==> config.mk <==
export PLATFORM = sky130hd
export DESIGN_NAME = scl_bitsync
export DESIGN_NICKNAME = d
export VERILOG_FILES = /design/src/rtl/sclsync_pkg.sv /design/src/rtl/scl_sync_chain.sv /design/src/rtl/phase_timer.sv /design/src/rtl/scl_bitsync.sv
export SDC_FILE = /design/constraint.sdc
export NUM_CORES = 1
export LEC_CHECK = 0
export BUFFER_PORTS_ARGS = -buffer_cell sky130_fd_sc_hd__buf_2
export CORE_MARGIN = 2
export CORE_UTILIZATION = 25
export DETAILED_ROUTE_END_ITERATION = 10
export GPL_TIMING_DRIVEN = 1
export PLACE_DENSITY = 0.41
export SKIP_CTS_REPAIR_TIMING = 1
export SYNTH_ARGS = -nofsm -noshare
export SYNTH_HDL_FRONTEND = slang
export SYNTH_SLANG_ARGS = --single-unit
==> constraint.sdc <==
create_clock -name clk -period 4.51 [get_ports clk]
set_input_delay 0.6765 -clock clk [delete_from_list [all_inputs] [get_ports clk]]
set_output_delay 0.6765 -clock clk [all_outputs]
set_load 0.01 [all_outputs]
==> src/rtl/sclsync_pkg.sv <==
package sclsync_pkg;

    typedef enum logic [2:0] {
        PH_IDLE = 3'd0,
        PH_LOW  = 3'd1,
        PH_REL  = 3'd2,
        PH_MON  = 3'd3,
        PH_HIGH = 3'd4
    } phase_e;

    localparam int MON_W = 7;

    // Settling delay after release, in ticks of the doubled clock
    function automatic logic [MON_W-1:0] settle_ticks(input logic [1:0] sel);
        logic [MON_W-1:0] t;
        case (sel)
            2'd0:    t = 7'd15;
            2'd1:    t = 7'd39;
            2'd2:    t = 7'd35;
            default: t = 7'd83;
        endcase
        return t;
    endfunction

endpackage

==> src/rtl/scl_sync_chain.sv <==
module scl_sync_chain #(
    parameter int STAGES = 2
) (
    input  logic clk,
    input  logic rst,
    input  logic d_async,
    output logic q_sync
);
    logic [STAGES-1:0] chain;

    always_ff @(posedge clk) begin
        if (rst) chain <= '0;
        else     chain <= {chain[STAGES-2:0], d_async};
    end

    assign q_sync = chain[STAGES-1];
endmodule

==> src/rtl/phase_timer.sv <==
module phase_timer #(
    parameter int W = 8
) (
    input  logic         clk,
    input  logic         rst,
    input  logic         clr,
    input  logic [W-1:0] limit,
    output logic         last
);
    logic [W-1:0] cnt;
    logic [W-1:0] lim_m1;

    assign lim_m1 = limit - W'(1);
    assign last   = (cnt == lim_m1);

    always_ff @(posedge clk) begin
        if (rst || clr) cnt <= '0;
        else            cnt <= cnt + W'(1);
    end
endmodule

==> src/rtl/scl_bitsync.sv <==
module scl_bitsync
    import sclsync_pkg::*;
#(
    parameter int CNT_W   = 8,
    parameter int SYNC_ST = 2
) (
    input  logic             clk,
    input  logic             rst,
    input  logic             en,
    input  logic [1:0]       clk_sel,
    input  logic [CNT_W-1:0] low_len,
    input  logic [CNT_W-1:0] high_len,
    input  logic             scl_in,
    output logic             scl_oe,
    output logic             bit_tick
);
    localparam int CW = (CNT_W > MON_W) ? CNT_W : MON_W;

    phase_e        st, nxt;
    logic          scl_s;
    logic          t_last;
    logic          t_clr;
    logic [CW-1:0] t_lim;
    logic          tick_q;

    scl_sync_chain #(.STAGES(SYNC_ST)) u_sync (
        .clk     (clk),
        .rst     (rst),
        .d_async (scl_in),
        .q_sync  (scl_s)
    );

    always_comb begin
        case (st)
            PH_LOW:  t_lim = CW'(low_len);
            PH_REL:  t_lim = CW'(settle_ticks(clk_sel));
            PH_HIGH: t_lim = CW'(high_len);
            default: t_lim = CW'(1);
        endcase
    end

    always_comb begin
        nxt = st;
        case (st)
            PH_IDLE: nxt = PH_LOW;
            PH_LOW:  if (t_last) nxt = PH_REL;
            PH_REL:  if (t_last) nxt = PH_MON;
            PH_MON:  if (scl_s)  nxt = PH_HIGH;
            PH_HIGH: if (t_last) nxt = PH_LOW;
            default: nxt = PH_IDLE;
        endcase
        if (!en) nxt = PH_IDLE;
    end

    assign t_clr = (nxt != st) || (st == PH_IDLE) || (st == PH_MON);

    phase_timer #(.W(CW)) u_timer (
        .clk   (clk),
        .rst   (rst),
        .clr   (t_clr),
        .limit (t_lim),
        .last  (t_last)
    );

    always_ff @(posedge clk) begin
        if (rst) begin
            st     <= PH_IDLE;
            tick_q <= 1'b0;
        end else begin
            st     <= nxt;
            tick_q <= en && (st == PH_HIGH) && t_last;
        end
    end

    assign scl_oe   = (st == PH_LOW);
    assign bit_tick = tick_q;
endmodule

==> results of run 1 <==
[final cells by class]
cell class	count	area, µm²	share of cell area [%]
repair buffers	23	115	8.16
clock buffers	3	41.3	2.93
well taps	67	83.8	5.94
flip-flops and latches	14	280	19.9
inverters	5	18.8	1.33
multi-input cells	119	872	61.8
[per-layer routing]
layer	vias to the layer above	global-route usage (%)	share of wire (%)
met5	-	0	0
met4	0	5.45	1.7
met1	550	17.0	50
met2	16	20.0	46
li1	567	-	-
met3	4	1.08	2.5
[sequential cells by signal, indices dropped and copies added, names as in the netlist]
register / count
st: 3
bit_tick: 1
u_timer.cnt: 8
u_sync.chain: 2
[synthesized netlist by cell type (2+ instances only)]
cell	n
a211oi_2	3
a21oi_1	9
a32oi_1	2
and2_1	3
and3_1	3
buf_2	3
buf_4	2
buf_6	2
dfxtp_1	14
ha_1	5
inv_1	5
nand2_1	16
nand2b_1	3
nand3_1	5
nand3b_1	2
nor2_1	8
nor2b_1	5
nor3_1	2
nor3b_1	2
nor3b_2	2
nor4bb_1	6
o211ai_1	2
o21ai_0	2
xnor2_1	9
xor2_1	5
[critical path: stages (launching register included)]
cell and delay [ns]:
dfxtp_1 0.72, inv_1 0.18, o41ai_2 0.55, ha_1 0.28, nand4_1 0.20, nor3b_1 0.24, o211ai_1 0.12, a311oi_2 0.36
and2_4 0.27, and3_1 0.16
[worst min path at each step]
stage / startpoint / to / slack (ns) / depth (start not counted)
2_1_floorplan: u_sync.chain[0]$_SDFF_PP0_ / u_sync.chain[1]$_SDFF_PP0_ / 0.41 / 1
3_3_place_gp: u_sync.chain[0]$_SDFF_PP0_ / u_sync.chain[1]$_SDFF_PP0_ / 0.43 / 1
3_5_place_dp: u_sync.chain[0]$_SDFF_PP0_ / u_sync.chain[1]$_SDFF_PP0_ / 0.45 / 1
4_1_cts: u_sync.chain[0]$_SDFF_PP0_ / u_sync.chain[1]$_SDFF_PP0_ / 0.46 / 1
5_1_grt: u_sync.chain[0]$_SDFF_PP0_ / u_sync.chain[1]$_SDFF_PP0_ / 0.46 / 1
6_report: u_sync.chain[0]$_SDFF_PP0_ / u_sync.chain[1]$_SDFF_PP0_ / 0.45 / 1
[placed cells by master (no fill, tap or decap), drive strengths merged, types with 2 or more instances in the layout]
cell type | synthesis | final
buf | 7 | 23
nand2 | 17 | 17
dfxtp | 14 | 14
xnor2 | 9 | 9
a21oi | 9 | 9
nor2 | 8 | 8
nor4bb | 6 | 6
inv | 5 | 5
nor2b | 5 | 5
nand3 | 5 | 5
xor2 | 5 | 5
ha | 5 | 5
a211oi | 4 | 4
and2 | 4 | 4
nor3b | 4 | 4
and3 | 3 | 3
nand2b | 3 | 3
clkbuf | 0 | 3
o21ai | 3 | 3
nor3 | 3 | 3
a32oi | 2 | 2
o211ai | 2 | 2
nand3b | 2 | 2
nor4 | 2 | 2
[stage by stage]
stage          std cells  utilization [%]  power, µW  cell area, µm²  hold slack, ns
6_report             231             29.9        577            1410           0.452
5_1_grt              231             29.9        628            1410           0.461
4_1_cts              231             29.9        584            1410           0.461
3_5_place_dp         228             29.0        483            1370           0.453
3_3_place_gp         228             29.0        477            1370           0.427
2_1_floorplan        145                -        442            1220           0.414
[report_power, final]
group	internal, µW	leakage, µW	switching [µW]	total [µW]
Clock	59.0	0.0000216	40.6	99.6
Combinational	137	0.000402	174	311
Sequential	132	0.000114	34.6	167
Total	328	0.000537	249	577
[kinds of logic after synthesis]
family	count (synthesis)	share of synthesized area (%)
AO/OA/AOI/OAI	29	18.9
multiplexers	1	0.818
XOR/XNOR	14	10.0
adder cells (fa/ha/maj)	5	5.11
AND/OR/NAND/NOR	70	36.4
buffers and inverters	12	5.83
flip-flops	14	22.9
==> metrics.cfg, run 1 <==
[clock_tree]
cts_buffers = 3
htree_levels = 1
path_clk_slew_ns = 0.05
clock_sinks = 14
cts_buffer_depth = 2
cts_tree = built
clock_latency_ns = 0.24
cts_root_buffer = clkbuf_8

[synthesis]
synthDominantCellAreaShare_pct = 22.9
synth_area_leader_cell = dfxtp_1
synth_flop_cell = dfxtp_1
syn_area_um2 = 1220
ys_ff_latch = 14
yosysWarnings = 0
syn_avg_cell_area_um2 = 8.44
synthCells = 145
ys_seq_area_share_pct = 22.9
synth_cell_types = 50
yosys-top-cells-area = dfxtp_1 23%, xnor2_1 6.4%, ha_1 5.1%
synth-edff-count = 0
synth-async-reset-ratio_pct = 0
syn_nets = 172

[layout]
nNetsFinal = 193
area_delta_synth_final_pct = 15.3
fillers = 510
drive_gt1_share_pct = 23.8
diodes = 0

[sta]
finalSetupTns_ns = 0
finalWorstSetupSlack_ns = 1.36
slew_violations = 0
max_freq_mhz = 317
final-setup-viol-count = 0
worstMarginPinSlew_ns = 0.741
hold_violations = 0
rsz0062_at_grt = false
fin_skew_ns = 0.00226
slew_headroom_pct = 50.6
min_period_over_period_pct = 69.9
post-route-min-period_ns = 3.15

[floorplanning]
std_cell_rows = 25
ioPinCount = 24
die_y_um = 74.0
die-area_um2 = 5470
die_width_um = 74.0
fp.coreArea_um2 = 4720
start_util_pct = 25.9

[setup_path]
r2r_cells = 9
r2r_end = bit_tick$_SDFF_PP0_
reg2reg_from = st[0]$_SDFF_PP0_
crit_start = st[0]$_SDFF_PP0_
critical_path_arrival_ns = 3.34
reg2reg_slack_ns = 1.36
path_max_fanout = 21
critPathKind = reg -> reg
end_kind = flip-flop
critPathCapture = bit_tick$_SDFF_PP0_
crit_required_ns = 4.70
start_kind = flip-flop

[placed_design]
io_buffers = 23
detailedPlace.worstSlack_ns = 1.35
routabilityCongestion = 0.769
dpl.hpwl_mm = 2.45

[power]
total_leakage_power_uw = 0.000537
vdd_drop_max_mv = 0.201
power.density_nw_per_um2 = 409

[detailed_routing]
viasPerCell = 4.92
first_pass_iters = 4
routedWlPerCell_um = 13.5
finalWirelength_mm = 3.11
drc = 0
vias = 1137
ant_nets = 0
drtIter0Drc = 37

[global_routing]
grt-ovfl-total = 0
track_usage_pct = 12.5
grt_max_degree = 23
first_global_vias = 1148
grt_pass1_wl_mm = 5.26
antenna_found_initial = 0

[min_path]
hold_class = reg -> reg

[outcome]
status = finished, final reports clean

[run]
maxCapViolCount = 0

(Power assumes the default switching activity.)
==> run 2, diff against run 1 <==
clock period = 3 ns   (was 4.51 ns; I/O delays follow)
==> metrics.cfg, run 2 (synthesis results as in run 1) <==
[detailed_routing]
routedWlPerCell_um = 13.5  ; about the same
ant_nets = 0  ; unchanged
viasPerCell = 4.83  ; -1.8%
vias = 1179  ; +3.7%
drtIter0Drc = 44  ; +19%
first_pass_iters = 4  ; unchanged
drc = 0  ; unchanged
finalWirelength_mm = 3.29  ; +5.6%

[power]
power.total_uw = 1030  ; +78%
vdd_drop_max_mv = 0.322  ; +60%
power.density_nw_per_um2 = 670  ; +64%
total_leakage_power_uw = 0.000606  ; +13%

[clock_tree]
htree_levels = 1  ; unchanged
clock_sinks = 14  ; unchanged
path_clk_slew_ns = 0.06  ; about the same
clock_latency_ns = 0.24  ; about the same
cts_root_buffer = clkbuf_8
cts_buffers = 3  ; unchanged
cts_tree = built
cts_buffer_depth = 2  ; unchanged

[floorplanning]
start_util_pct = 25.9  ; unchanged
std_cell_rows = 25  ; unchanged
die-area_um2 = 5470  ; unchanged
die_width_um = 74.0  ; unchanged
die_y_um = 74.0  ; unchanged
fp.coreArea_um2 = 4720  ; unchanged
ioPinCount = 24  ; unchanged

[placed_design]
place_area_um2 = 1430  ; +4.4%
dpl.hpwl_mm = 2.54  ; +3.8%
routabilityCongestion = 0.721  ; -6.2%
detailedPlace.worstSlack_ns = 0.136  ; -1.21 ns
io_buffers = 23  ; unchanged

[global_routing]
antenna_found_initial = 0  ; unchanged
grt_pass1_wl_mm = 5.50  ; +4.5%
grt_max_degree = 15  ; -35%
first_global_vias = 1193  ; +3.9%
grt-ovfl-total = 0  ; unchanged
track_usage_pct = 12.9  ; +0.47 points

[setup_path]
start_kind = flip-flop
critical_path_arrival_ns = 2.97  ; -0.37 ns
end_kind = flip-flop
path_max_fanout = 6  ; -71%
crit_required_ns = 3.14  ; -1.56 ns
critPathKind = reg -> reg
reg2reg_slack_ns = 0.16  ; -1.19 ns

[layout]
layout_commonest_cell = buf_2
nNetsFinal = 205  ; +6.2%
drive_gt1_share_pct = 31.1  ; +7.3 points
final_area_um2 = 1540  ; +8.8%
area_delta_synth_final_pct = 25.5
utilization_pct = 32.5  ; +2.6 points
fillers = 513  ; +0.59%
reg_top3 = u_timer.cnt x8, st x3, u_sync.chain x2
multiInputGateArea_um2 = 898  ; +3.0%
diodes = 0  ; unchanged
regArea_um2 = 282  ; +0.45%
largest_register_ffs = 8  ; unchanged
largest-register = u_timer.cnt
layout_common_cells = 23 x buf_2, 16 x nand2_1, 13 x dfxtp_1

[sta]
fin_skew_ns = 0.00337  ; +0.00111 ns
slew_violations = 0  ; unchanged
final-setup-viol-count = 0  ; unchanged
hold_violations = 0  ; unchanged
slew_headroom_pct = 62.9  ; +12 points
finalWorstSetupSlack_ns = 0.164  ; -1.19 ns
worstMarginPinSlew_ns = 0.550  ; -0.190 ns
min_period_over_period_pct = 94.5  ; +25 points
post-route-min-period_ns = 2.84  ; -0.318 ns
max_freq_mhz = 353  ; +11%

[outcome]
status = finished, final reports clean

[run]
maxCapViolCount = 0  ; unchanged

[min_path]
hold_class = in -> reg

run 2: worst max-delay path: stages, from the launching register on:
cell and delay (ns):
dfxtp_1 0.46, or4b_1 0.48, o41ai_2 0.12, ha_2 0.31, nand4_1 0.19, buf_4 0.21
xor2_1 0.12, nand3b_1 0.13, a311oi_4 0.30, nand3b_1 0.13, a32o_1 0.27
run 2: through the flow:
step	instances	hold WS, ns	setup TNS [ns]
final	244	0.410	0
after global routing	244	0.424	-0.00145
after CTS	240	0.410	0
after detailed placement	236	0.451	0
after global placement	236	0.429	0
after floorplan	145	0.414	0
run 2: area by class of cell:
type,count,share of cell area (%)
Multi-Input combinational cell,120,58.5
Sequential cell,14,18.3
Timing Repair Buffer,34,12.9
Tap cell,67,5.46
Clock buffer,4,3.59
Inverter,5,1.22
run 2: path summary, 6_finish.rpt:
kind | from | to | cells after the start
hold reg to reg | u_sync.chain[0]$_SDFF_PP0_ | u_sync.chain[1]$_SDFF_PP0_ | 1
setup / recovery | st[2]$_SDFF_PP0_ | st[0]$_SDFF_PP0_ | 10
setup reg to reg | st[2]$_SDFF_PP0_ | st[0]$_SDFF_PP0_ | 10
hold / removal | scl_in | u_sync.chain[0]$_SDFF_PP0_ | 2
run 2: metal layers:
layer	vias to the layer above	track usage, %	part of all wire, %
li1	596	-	-
met1	556	18.5	50
met2	25	20.1	45
met3	2	1.63	3.7
met4	0	4.24	0.88
met5	-	0	0
run 2: power breakdown:
part           internal [µW]  switching [µW]
logic                    288             342
clock network            116            66.8
registers                200            16.2
total                    603             425
